$ cat src/rtl/intc_cmd_pkg.sv
package intc_cmd_pkg;
   typedef enum logic [1:0] {
      INIT_IDLE = 2'd0,
      INIT_BASE = 2'd1,
      INIT_SKIP = 2'd2,
      INIT_MODE = 2'd3
   } init_st_e;

   localparam logic [2:0] OP_ROT_CLR  = 3'd0;
   localparam logic [2:0] OP_EOI      = 3'd1;
   localparam logic [2:0] OP_NOP      = 3'd2;
   localparam logic [2:0] OP_SPEC_EOI = 3'd3;
   localparam logic [2:0] OP_ROT_SET  = 3'd4;
   localparam logic [2:0] OP_EOI_ROT  = 3'd5;
   localparam logic [2:0] OP_SET_PRIO = 3'd6;
   localparam logic [2:0] OP_SPEC_ROT = 3'd7;
endpackage

$ cat src/rtl/intc_prio_rank.sv
module intc_prio_rank #(
   parameter int LINES  = 8,
   localparam int IDX_W  = $clog2(LINES),
   localparam int RANK_W = IDX_W + 1
) (
   input  logic [LINES-1:0] vec,
   input  logic [IDX_W-1:0] off,
   output logic [RANK_W-1:0] rank,
   output logic [IDX_W-1:0] line
);
   always_comb begin
      rank = RANK_W'(LINES);
      line = '0;
      for (int k = LINES - 1; k >= 0; k--) begin
         logic [IDX_W-1:0] idx;
         idx = off + IDX_W'(k);
         if (vec[idx]) begin
            rank = RANK_W'(k);
            line = idx;
         end
      end
   end
endmodule

$ cat src/rtl/intc_init_seq.sv
module intc_init_seq
   import intc_cmd_pkg::*;
#(
   parameter int DATA_W = 8,
   parameter int LINES  = 8
) (
   input  logic              clk,
   input  logic              rst_n,
   input  logic              icw1,
   input  logic              wr1,
   input  logic [DATA_W-1:0] wdata,
   output logic              mask_load,
   output logic              init_active,
   output logic [DATA_W-1:0] base_vec,
   output logic              auto_eoi,
   output logic              nested_mode
);
   localparam logic [DATA_W-1:0] BASE_KEEP = ~DATA_W'(LINES - 1);

   init_st_e st_q;
   logic     four_q;

   assign init_active = (st_q != INIT_IDLE);
   assign mask_load   = wr1 && (st_q == INIT_IDLE);

   always_ff @(posedge clk or negedge rst_n) begin
      if (!rst_n) begin
         st_q        <= INIT_IDLE;
         four_q      <= 1'b0;
         base_vec    <= '0;
         auto_eoi    <= 1'b0;
         nested_mode <= 1'b0;
      end else if (icw1) begin
         st_q        <= INIT_BASE;
         four_q      <= wdata[0];
         base_vec    <= '0;
         auto_eoi    <= 1'b0;
         nested_mode <= 1'b0;
      end else if (wr1) begin
         unique case (st_q)
            INIT_BASE: begin
               base_vec <= wdata & BASE_KEEP;
               st_q     <= INIT_SKIP;
            end
            INIT_SKIP: st_q <= four_q ? INIT_MODE : INIT_IDLE;
            INIT_MODE: begin
               nested_mode <= wdata[4];
               auto_eoi    <= wdata[1];
               st_q        <= INIT_IDLE;
            end
            default: st_q <= INIT_IDLE;
         endcase
      end
   end

   p_skip_ends_r2: assert property (@(posedge clk) disable iff (!rst_n)
      (wr1 && !icw1 && st_q == INIT_SKIP && !four_q) |=> (st_q == INIT_IDLE));
   p_base_hold_r2: assert property (@(posedge clk) disable iff (!rst_n)
      (!icw1 && !(wr1 && st_q == INIT_BASE)) |=> $stable(base_vec));
endmodule

$ cat src/rtl/intc_isr_ctl.sv
module intc_isr_ctl
   import intc_cmd_pkg::*;
#(
   parameter int LINES = 8,
   localparam int IDX_W = $clog2(LINES)
) (
   input  logic             clk,
   input  logic             rst_n,
   input  logic             icw1,
   input  logic             ocw2,
   input  logic [2:0]       op,
   input  logic [IDX_W-1:0] lvl,
   input  logic             top_found,
   input  logic [IDX_W-1:0] top_line,
   input  logic [LINES-1:0] isr_set,
   input  logic [LINES-1:0] poll_clr,
   output logic [LINES-1:0] isr_q,
   output logic [IDX_W-1:0] off_q,
   output logic             rot_q
);
   logic [LINES-1:0] clr;
   logic [IDX_W-1:0] off_d;
   logic             off_we, rot_d;

   always_comb begin
      clr    = poll_clr;
      off_d  = off_q;
      off_we = 1'b0;
      rot_d  = rot_q;
      if (ocw2) begin
         unique case (op)
            OP_ROT_CLR: rot_d = 1'b0;
            OP_ROT_SET: rot_d = 1'b1;
            OP_EOI: if (top_found) clr[top_line] = 1'b1;
            OP_EOI_ROT: if (top_found) begin
               clr[top_line] = 1'b1;
               off_d  = top_line + 1'b1;
               off_we = 1'b1;
            end
            OP_SPEC_EOI: clr[lvl] = 1'b1;
            OP_SET_PRIO: begin
               off_d  = lvl + 1'b1;
               off_we = 1'b1;
            end
            OP_SPEC_ROT: begin
               clr[lvl] = 1'b1;
               off_d  = lvl + 1'b1;
               off_we = 1'b1;
            end
            default: ;
         endcase
      end
   end

   always_ff @(posedge clk or negedge rst_n) begin
      if (!rst_n) begin
         isr_q <= '0;
         off_q <= '0;
         rot_q <= 1'b0;
      end else if (icw1) begin
         isr_q <= '0;
         off_q <= '0;
         rot_q <= 1'b0;
      end else begin
         isr_q <= (isr_q & ~clr) | isr_set;
         rot_q <= rot_d;
         if (off_we) off_q <= off_d;
      end
   end

   p_eoi_one_bit_r7: assert property (@(posedge clk) disable iff (!rst_n)
      (ocw2 && (op == OP_EOI || op == OP_EOI_ROT) && isr_q != '0
       && isr_set == '0 && poll_clr == '0)
      |=> ($countones(isr_q) == $countones($past(isr_q)) - 1));
   p_isr_set_r11: assert property (@(posedge clk) disable iff (!rst_n)
      (!icw1 && isr_set != '0) |=> ((isr_q & $past(isr_set)) == $past(isr_set)));
endmodule

$ cat src/rtl/intc_trig_reg.sv
module intc_trig_reg #(
   parameter int              DATA_W   = 8,
   parameter logic [DATA_W-1:0] WR_MASK = 8'hF8
) (
   input  logic              clk,
   input  logic              rst_n,
   input  logic              we,
   input  logic [DATA_W-1:0] wdata,
   output logic [DATA_W-1:0] trig_q
);
   for (genvar i = 0; i < DATA_W; i++) begin : g_bit
      if (WR_MASK[i]) begin : g_flop
         always_ff @(posedge clk or negedge rst_n) begin
            if (!rst_n)  trig_q[i] <= 1'b0;
            else if (we) trig_q[i] <= wdata[i];
         end
      end else begin : g_tie
         assign trig_q[i] = 1'b0;
      end
   end

   p_trig_hold_r10: assert property (@(posedge clk) disable iff (!rst_n)
      !we |=> $stable(trig_q));
endmodule

$ cat src/rtl/intc_cmd_port.sv
module intc_cmd_port
   import intc_cmd_pkg::*;
#(
   parameter int                LINES     = 8,
   parameter int                DATA_W    = 8,
   parameter logic [DATA_W-1:0] TRIG_MASK = 8'hF8,
   localparam int IDX_W  = $clog2(LINES),
   localparam int RANK_W = IDX_W + 1
) (
   input  logic              clk,
   input  logic              rst_n,
   input  logic              wr_en,
   input  logic              rd_en,
   input  logic              addr,
   input  logic              trig_sel,
   input  logic [DATA_W-1:0] wdata,
   output logic [DATA_W-1:0] rd_data,
   input  logic [LINES-1:0]  req_vec,
   input  logic [LINES-1:0]  isr_set,
   output logic [LINES-1:0]  req_clr,
   output logic [LINES-1:0]  mask_q,
   output logic [LINES-1:0]  isr_q,
   output logic [DATA_W-1:0] base_vec,
   output logic [IDX_W-1:0]  prio_off,
   output logic              auto_eoi,
   output logic              rot_on_aeoi,
   output logic              nested_mode,
   output logic              special_mask,
   output logic              init_active
);
   if (DATA_W != 8) begin : g_bad_width
      $error("intc_cmd_port: command fields need an 8-bit bus");
   end
   if (LINES != 8) begin : g_bad_lines
      $error("intc_cmd_port: line fields need exactly eight lines");
   end

   logic wr0, wr1, icw1, ocw2, ocw3, mask_load, poll_q, rdsel_q, poll_rd;
   logic [RANK_W-1:0] isr_rank, pend_rank;
   logic [IDX_W-1:0]  isr_line, pend_line;
   logic [DATA_W-1:0] trig_q;
   logic              poll_hit;

   assign wr0  = wr_en && !addr && !trig_sel;
   assign wr1  = wr_en &&  addr && !trig_sel;
   assign icw1 = wr0 &&  wdata[4];
   assign ocw3 = wr0 && !wdata[4] &&  wdata[3];
   assign ocw2 = wr0 && !wdata[4] && !wdata[3];

   intc_init_seq #(.DATA_W(DATA_W), .LINES(LINES)) u_init (
      .clk(clk), .rst_n(rst_n), .icw1(icw1), .wr1(wr1), .wdata(wdata),
      .mask_load(mask_load), .init_active(init_active), .base_vec(base_vec),
      .auto_eoi(auto_eoi), .nested_mode(nested_mode));

   intc_prio_rank #(.LINES(LINES)) u_isr_rank (
      .vec(isr_q), .off(prio_off), .rank(isr_rank), .line(isr_line));

   intc_prio_rank #(.LINES(LINES)) u_pend_rank (
      .vec(req_vec & ~mask_q), .off(prio_off), .rank(pend_rank), .line(pend_line));

   assign poll_rd  = rd_en && !trig_sel && poll_q;
   assign poll_hit = (pend_rank < isr_rank);

   always_comb begin
      req_clr = '0;
      if (poll_rd && poll_hit) req_clr[pend_line] = 1'b1;
   end

   intc_isr_ctl #(.LINES(LINES)) u_isr (
      .clk(clk), .rst_n(rst_n), .icw1(icw1), .ocw2(ocw2), .op(wdata[7:5]),
      .lvl(wdata[IDX_W-1:0]), .top_found(isr_rank != RANK_W'(LINES)),
      .top_line(isr_line), .isr_set(isr_set), .poll_clr(req_clr),
      .isr_q(isr_q), .off_q(prio_off), .rot_q(rot_on_aeoi));

   intc_trig_reg #(.DATA_W(DATA_W), .WR_MASK(TRIG_MASK)) u_trig (
      .clk(clk), .rst_n(rst_n), .we(wr_en && trig_sel), .wdata(wdata),
      .trig_q(trig_q));

   always_ff @(posedge clk or negedge rst_n) begin
      if (!rst_n) begin
         mask_q       <= '0;
         poll_q       <= 1'b0;
         rdsel_q      <= 1'b0;
         special_mask <= 1'b0;
      end else if (icw1) begin
         mask_q       <= '0;
         poll_q       <= 1'b0;
         rdsel_q      <= 1'b0;
         special_mask <= 1'b0;
      end else begin
         if (mask_load) mask_q <= wdata[LINES-1:0];
         if (rd_en && !trig_sel) poll_q <= 1'b0;
         if (ocw3) begin
            if (wdata[2]) poll_q       <= 1'b1;
            if (wdata[1]) rdsel_q      <= wdata[0];
            if (wdata[6]) special_mask <= wdata[5];
         end
      end
   end

   always_comb begin
      if (trig_sel)
         rd_data = trig_q;
      else if (poll_q)
         rd_data = poll_hit ? DATA_W'(pend_line) : DATA_W'(LINES - 1);
      else if (addr)
         rd_data = DATA_W'(mask_q);
      else
         rd_data = rdsel_q ? DATA_W'(isr_q) : DATA_W'(req_vec);
   end

   p_no_rdwr_overlap: assert property (@(posedge clk) disable iff (!rst_n)
      !(wr_en && rd_en));
   p_init_start_r1: assert property (@(posedge clk) disable iff (!rst_n)
      icw1 |=> (init_active && mask_q == '0 && isr_q == '0 && prio_off == '0));
   p_mask_hold_r4: assert property (@(posedge clk) disable iff (!rst_n)
      (!icw1 && !mask_load) |=> $stable(mask_q));
   p_poll_disarm_r9: assert property (@(posedge clk) disable iff (!rst_n)
      (rd_en && !trig_sel) |=> !poll_q);
   p_clr_onehot_r9: assert property (@(posedge clk) disable iff (!rst_n)
      $onehot0(req_clr));
endmodule

$ cat config.mk
export PLATFORM = sky130hd
export DESIGN_NAME = intc_cmd_port
export DESIGN_NICKNAME = d
export VERILOG_FILES = /design/src/rtl/intc_cmd_pkg.sv /design/src/rtl/intc_prio_rank.sv /design/src/rtl/intc_init_seq.sv /design/src/rtl/intc_isr_ctl.sv /design/src/rtl/intc_trig_reg.sv /design/src/rtl/intc_cmd_port.sv
export SDC_FILE = /design/constraint.sdc
export NUM_CORES = 1
export LEC_CHECK = 0
export BUFFER_PORTS_ARGS = -buffer_cell sky130_fd_sc_hd__buf_2
export CAP_MARGIN = 20
export CELL_PAD_IN_SITES_DETAIL_PLACEMENT = 1
export CELL_PAD_IN_SITES_GLOBAL_PLACEMENT = 1
export CORE_UTILIZATION = 25
export DETAILED_ROUTE_END_ITERATION = 10
export PLACE_DENSITY_LB_ADDON = 0.1
export SLEW_MARGIN = 10
export SYNTH_ARGS = -nofsm -noshare
export SYNTH_HDL_FRONTEND = slang
export SYNTH_SLANG_ARGS = --single-unit
$ cat constraint.sdc
create_clock -name clk -period 5.75 [get_ports clk]
set_input_delay 0.2875 -clock clk [delete_from_list [all_inputs] [get_ports clk]]
set_output_delay 0.2875 -clock clk [all_outputs]
set_load 0.01 [all_outputs]
==> impl_results.md, run 1 <==
- Combinational share of power: 52.1%
- Critical path type: register to output pin
- Grt total ovfl: 0
- Final min period: 5.273 ns
- HPWL Detailed: 13.98 mm
- Root buf cell: clkbuf_16
- Min-delay worst type: input port to asynchronous set/reset pin
- H-tree Lvls: 2
- Ratio of cells with drive above 1 in the final layout: 27.48%
- Routed WL: 18.45 mm
- RSZ-0062 raised after global routing: false
- Post-DRT Antenna Nets: 0
- Worst vdd ir: 0.1086 mV
- Longest Clk Path Bufs: 2
- Crit start category: register
- Dpl cells: 792
- Wirelength per Cell: 23.06 um
- Worst-margin pin slew: 1.065 ns
- Sink Count: 38
- CP Max Fanout: 19
- Nets: 614
- Vias in the first global route: 4762
- Final worst setup slack: 0.4770 ns
- Final TNS setup: 0 ns
- Initial Util: 25.71%
- Post-cts sizing count: 0
- Final Non-Filler Cells: 800
- Max-slew violations: 0
- Switching Share: 43.62%
- Total CTS buffers: 5
- First-pass GRT wire length: 28.64 mm
- Die X: 135.8 um
- 1st-iter DRT viols: 290
- Post-synth top flop: dfrtp_1
- Leak pwr: 2.117 nW
- Dominant cell type by area after synthesis: dfrtp_1
- Worst Path Arrival: 4.99 ns
- First drt pass iteration count: 4
- Switching power: 690.0 uW
- Ys async rst share: 100.0%
- Worst-path clk slew: 0.06 ns
- Post-synthesis sequential area ratio: 21.23%
- Area of the multi-input gates: 3263 um^2
- Reg power frac: 23.6%
- Share of the synthesized area in the top cell type: 21.23%
- Number of diodes: 0
- Gp weighted congestion: 0.8286
- Gr usage total: 20.65%
- EDFF count, synth: 0
- Post-CTS setup buffers: 0
- Period utilization: 91.70%
- Synth warn: 0
- Outcome: complete, no violations
- Final hold viol count: 0
- Port Buffers: 74
- Largest net degree at the start of global routing: 39
- Worst Setup End Kind: output pin
- Max Clk Rate: 189.6 MHz
- P per Cell Area: 302.4 nW/um^2
- Area contributors post-synth: dfrtp_1, mux4_2, mux2i_1, nand2_1, mux2_2
- Top-Level Pins: 78
- Req. time, crit path: 5.46 ns
- #FFs+latches synth: 38
- Vias per cell: 5.631
- Synthesis-to-finish area growth: 16.85%
- Initial antenna violation count: 0
- Post-Syn Area per Cell: 8.712 um^2
- Clock latency on the worst-skew pair: 0.29 ns
- Setup Skew: 0.004588 ns
- Netlist cell types: 81
- Final setup vio count: 0
- CTS tree: done
- Die ar.: 18450 um^2
- Pint: 892.1 uW
- Total number of vias: 4505
- Residual DRC: 0
- Mapped Cells: 514
- Cts hold-fix bufs: 0
- Clock power share: 24.3%
- Number of fill cells: 2110
- Fin util: 30.04%
- Die Y-Extent: 135.8 um
- Netlist Area Pre-Place: 4478 um^2
- Slew Limit Headroom: 29.01%
- FP Rows: 48
- Place WS: 0.8771 ns
- MaxCap Viol Count: 0
- Sequential cell area: 952.2 um^2
- Core area: 17420 um^2
-- layer usage --
layer / GRT usage, % / wire (um)
met1: 28.53 / 8828
met2: 34.67 / 8654
met3: 2.946 / 816
met4: 2.747 / 150
met5: 0 / 0
-- cell usage after synthesis (4+ instances only) --
| cell type | instances |
|---|---|
| a211oi_1 | 5 |
| a21oi_1 | 27 |
| a22o_1 | 4 |
| buf_2 | 6 |
| buf_4 | 5 |
| clkbuf_1 | 17 |
| dfrtp_1 | 38 |
| ha_1 | 10 |
| inv_1 | 20 |
| mux2_2 | 16 |
| mux2i_1 | 31 |
| mux4_2 | 24 |
| nand2_1 | 70 |
| nand2b_1 | 13 |
| nand3_1 | 26 |
| nor2_1 | 35 |
| nor2b_1 | 13 |
| nor3_1 | 5 |
| o211ai_1 | 5 |
| o21ai_0 | 25 |
| o22ai_1 | 6 |
| o311ai_0 | 4 |
| o31ai_1 | 10 |
| o31ai_2 | 6 |
-- state kept, by name, summed over array words and instances (netlist names), 2 cells and up --
signal / cells
u_trig.trig_q: 5
u_isr.isr_q: 8
mask_q: 8
u_init.base_vec: 5
u_init.st_q: 2
u_isr.off_q: 3
-- cell type report --
type	instances	area share (%)
Clock buffer	6	2.654
Clock inverter	2	1.148
Multi-Input combinational cell	423	62.36
Timing Repair Buffer	85	8.656
Inverter	21	1.602
Tap cell	225	5.380
Sequential cell	38	18.20
-- power groups by stage --
stage / combinational [mW] / sequential [mW] / clock (mW)
detailed placement: 0.823 / 0.378 / 0
CTS: 0.826 / 0.374 / 0.393
global route: 0.896 / 0.382 / 0.403
global placement: 0.812 / 0.378 / 0
floorplan: 0.556 / 0.364 / 0
finish: 0.824 / 0.374 / 0.385
-- through the flow --
stage | hold slack (ns) | power (mW) | area [um^2]
floorplan | -0.008091 | 0.9196 | 4486
global placement | 0.4709 | 1.190 | 5034
detailed placement | 0.4756 | 1.201 | 5034
CTS | 0.1772 | 1.593 | 5233
global route | 0.2061 | 1.681 | 5233
finish | 0.1409 | 1.582 | 5233
-- path summary, 6_finish.rpt --
check	startpoint	end	slack, ns	depth (start not counted)
setup / recovery	u_isr.off_q[0]	rd_data[0]	0.48	16
setup reg to reg	u_isr.off_q[0]	u_isr.isr_q[2]	0.98	15
hold reg to reg	u_trig.trig_q[4]	u_trig.trig_q[4]	0.48	2
min in group clk	isr_set[3]	u_isr.isr_q[3]	0.20	3
hold / removal	rst_n	u_init.st_q[1]	0.14	1
max in group asynchronous	rst_n	u_isr.off_q[0]	4.95	1
-- critical path: stages (launching register included) --
cell and delay, ns:
dfrtp_2 0.69, inv_6 0.13, ha_1 0.37, xnor2_1 0.35
buf_4 0.21, mux4_2 0.53, nor2b_1 0.17, nand2_1 0.09
nor4_1 0.73, ha_1 0.26, nor2b_1 0.06, nor3b_1 0.14
a32oi_1 0.20, buf_4 0.25, nor2_1 0.06, nor3_1 0.26
buf_2 0.19
-- kinds of logic (layout without fill, tap and decap cells) --
| kind of cell | count (synthesis) | after routing | synth area share (%) |
|---|---|---|---|
| other | 1 | 3 | 0.08374 |
| multiplexers | 73 | 73 | 23.61 |
| flip-flops | 38 | 38 | 21.23 |
| AO/OA/AOI/OAI | 136 | 136 | 21.96 |
| buffers and inverters | 55 | 114 | 6.063 |
| XOR/XNOR | 6 | 6 | 1.341 |
| adder cells (fa/ha/maj) | 10 | 10 | 2.794 |
| AND/OR/NAND/NOR | 195 | 195 | 22.91 |
-- layout by cell type (no fill, tap or decap), types with 11 or more instances in the layout --
master	n
buf_2	74
nand2_1	70
dfrtp_1	37
nor2_1	35
mux2i_1	31
a21oi_1	27
nand3_1	26
o21ai_0	25
mux4_2	24
inv_1	20
mux2_2	16
nor2b_1	13
nand2b_1	13
buf_4	11
(Power assumes the default switching activity.)
==> run 2: changes to the inputs <==
Settings changed: BUFFER_PORTS_ARGS -buffer_cell sky130_fd_sc_hd__buf_2 to default, CORE_UTILIZATION 25 to 49, CTS_BUF_LIST from default to sky130_fd_sc_hd__clkbuf_16, DONT_BUFFER_PORTS from default to 1.
==> impl_results.md, run 2 (same netlist as run 1, synthesis figures left out) <==
- Largest net degree at the start of global routing: 39 (unchanged)
- CP cell instances: ha_1 > xor2_1 > mux4_2 > or4_1 > nor3_1 > inv_1 > ha_1 > nor2b_1 > nor3b_1 > a32oi_1 > buf_4 > nor4b_2
- Placed cell area: 4539 um^2 (-9.8%)
- Number of diodes: 0 (unchanged)
- Die X: 97.60 um (-28%)
- Post-route cell area: 4763 um^2 (-9.0%)
- Die Y-Extent: 97.60 um (-28%)
- Gp weighted congestion: 0.9220 (+11%)
- Gr usage total: 33.33% (+13 points)
- Req. time, crit path: 5.46 ns (about the same)
- Sequential cell area: 952.2 um^2 (unchanged)
- Vias in the first global route: 4393 (-7.7%)
- First-pass GRT wire length: 24.97 mm (-13%)
- GR Layer Usage met3: 7.698% (+4.8 points)
- Area of the multi-input gates: 3263 um^2 (unchanged)
- Leak pwr: 1.827 nW (-14%)
- 1st-iter DRT viols: 283 (-2.4%)
- Critical path type: register to output pin
- Most common cell after layout, fill and taps aside: nand2_1
- Wirelength per Cell: 25.42 um (+10%)
- Final setup vio count: 0 (unchanged)
- Worst Path Arrival: 5.06 ns (+0.07 ns)
- Routed WL: 15.61 mm (-15%)
- Worst vdd ir: 0.1200 mV (+10%)
- First drt pass iteration count: 4 (unchanged)
- Die ar.: 9525 um^2 (-48%)
- P per Cell Area: 315.6 nW/um^2 (+4.4%)
- Port Buffers: 0 (-100%)
- Initial Util: 51.10% (+25 points)
- Most common cell on crit path: ha_1
- Total CTS buffers: 5 (unchanged)
- Max Clk Rate: 187.1 MHz (-1.4%)
- Final hold viol count: 0 (unchanged)
- Slew Limit Headroom: 32.10% (+3.1 points)
- Largest registers: mask_q (8), u_isr.isr_q (8)
- Core area: 8763 um^2 (-50%)
- Worst-margin pin slew: 1.009 ns (-0.05570 ns)
- MaxCap Viol Count: 0 (unchanged)
- Initial antenna violation count: 0 (unchanged)
- Total number of vias: 4288 (-4.8%)
- Min-delay worst type: input port to register
- Crit start category: register
- Top-Level Pins: 78 (unchanged)
- Outcome: complete, no violations
- Worst path slowest cell: dfrtp_2
- Max-slew violations: 0 (unchanged)
- Longest Clk Path Bufs: 2 (unchanged)
- Setup Skew: 0.01028 ns (+0.005696 ns)
- Period utilization: 92.97% (+1.3 points)
- Ratio of cells with drive above 1 in the final layout: 17.39% (-10 points)
- Sink Count: 38 (unchanged)
- Clock latency on the worst-skew pair: 0.28 ns (about the same)
- Most frequent cells in the layout: nand2_1, dfrtp_1, nor2_1, mux2i_1, a21oi_1
- Worst Setup End Kind: output pin
- Busiest layer in global routing: met2
- GR Util met2: 52.99% (+18 points)
- Vias per cell: 6.984 (+24%)
- Worst-path clk slew: 0.06 ns (about the same)
- FP Rows: 34 (-29%)
- RSZ-0062 raised after global routing: false
- Slowest cell delay on critical path: 0.66 ns (-0.07 ns)
- CTS tree: done
- Synthesis-to-finish area growth: 6.371%
- Grt total ovfl: 0 (unchanged)
- Root buf cell: clkbuf_16
- CP Max Fanout: 18 (-1)
- Number of fill cells: 1067 (-49%)
- H-tree Lvls: 2 (unchanged)
- Final min period: 5.346 ns (+0.07300 ns)
- HPWL Detailed: 11.99 mm (-14%)
- Post-cts sizing count: 0 (unchanged)
- Nets: 545 (-11%)
- Residual DRC: 0 (unchanged)
- Met1 GRT Util: 46.37% (+18 points)
- Total Power: 1.503 mW (-5.0%)
- Final TNS setup: 0 ns (unchanged)
- Post-DRT Antenna Nets: 0 (unchanged)
[run 2: changes by cell type in the layout (fill, tap and decap cells not counted), sizes merged]
cell	delta
buf	-70
dlygate4sd3	+1
clkinv	+1
clkbuf	-1
[run 2: final timing paths]
check                              endpoint  slack, ns  cells after the start        startpoint
min in group asynchronous   u_init.auto_eoi       0.46                      2             rst_n
max in group asynchronous    u_isr.off_q[0]       5.08                      2             rst_n
min                          u_isr.isr_q[1]       0.13                      2        isr_set[1]
min reg2reg                u_trig.trig_q[4]       0.48                      2  u_trig.trig_q[4]
max                              req_clr[5]       0.40                     12    u_isr.off_q[0]
max reg2reg                  u_isr.isr_q[5]       0.72                     13    u_isr.off_q[0]
[run 2: timing repair]
action | in CTS | in global routing
setup endpoints to repair | 0 | 0
endpoints found under the hold margin | 38 | 0
setup buffers | 0 | 0
hold buffers | 2 | 0
[run 2: worst max-delay path: cells and delay by family (launching register included)]
family                   cells  cell delay [ns]
AO/OA/AOI/OAI                1             0.24
XOR/XNOR                     1             0.49
adder cells (fa/ha/maj)      2             0.58
buffers and inverters        2             0.33
flip-flops                   1             0.66
multiplexers                 1             0.64
AND/OR/NAND/NOR              5             1.82
[run 2: area by class of cell]
type / count / area share (%)
Clock buffer: 5 / 2.627
Sequential cell: 38 / 19.99
Tap cell: 108 / 2.837
Inverter: 21 / 1.760
Timing Repair Buffer: 16 / 2.837
Clock inverter: 3 / 1.445
Multi-Input combinational cell: 423 / 68.51
[run 2: per-stage QoR]
stage	setup WS [ns]	hold slack, ns	std cells	utilization, %
2_1_floorplan	1.188	-0.008091	516	-
3_3_place_gp	0.9692	-0.007441	604	51.80
3_5_place_dp	0.6962	-0.007575	604	51.80
4_1_cts	0.3624	0.1277	614	54.35
5_1_grt	0.08047	0.1372	614	54.35
6_report	0.4040	0.1276	614	54.35
[run 2: layer usage]
| layer | wire [um] | share of wire [%] |
|---|---|---|
| met5 | 0 | 0 |
| met4 | 213 | 1.4 |
| met1 | 6711 | 43 |
| met2 | 7342 | 47 |
| met3 | 1342 | 8.6 |
[run 2: where the power goes]
part,total (mW),internal (mW),switching (mW)
logic,0.744,0.293,0.451
clock network,0.366,0.249,0.116
registers,0.393,0.308,0.0849
total,1.50,0.851,0.652
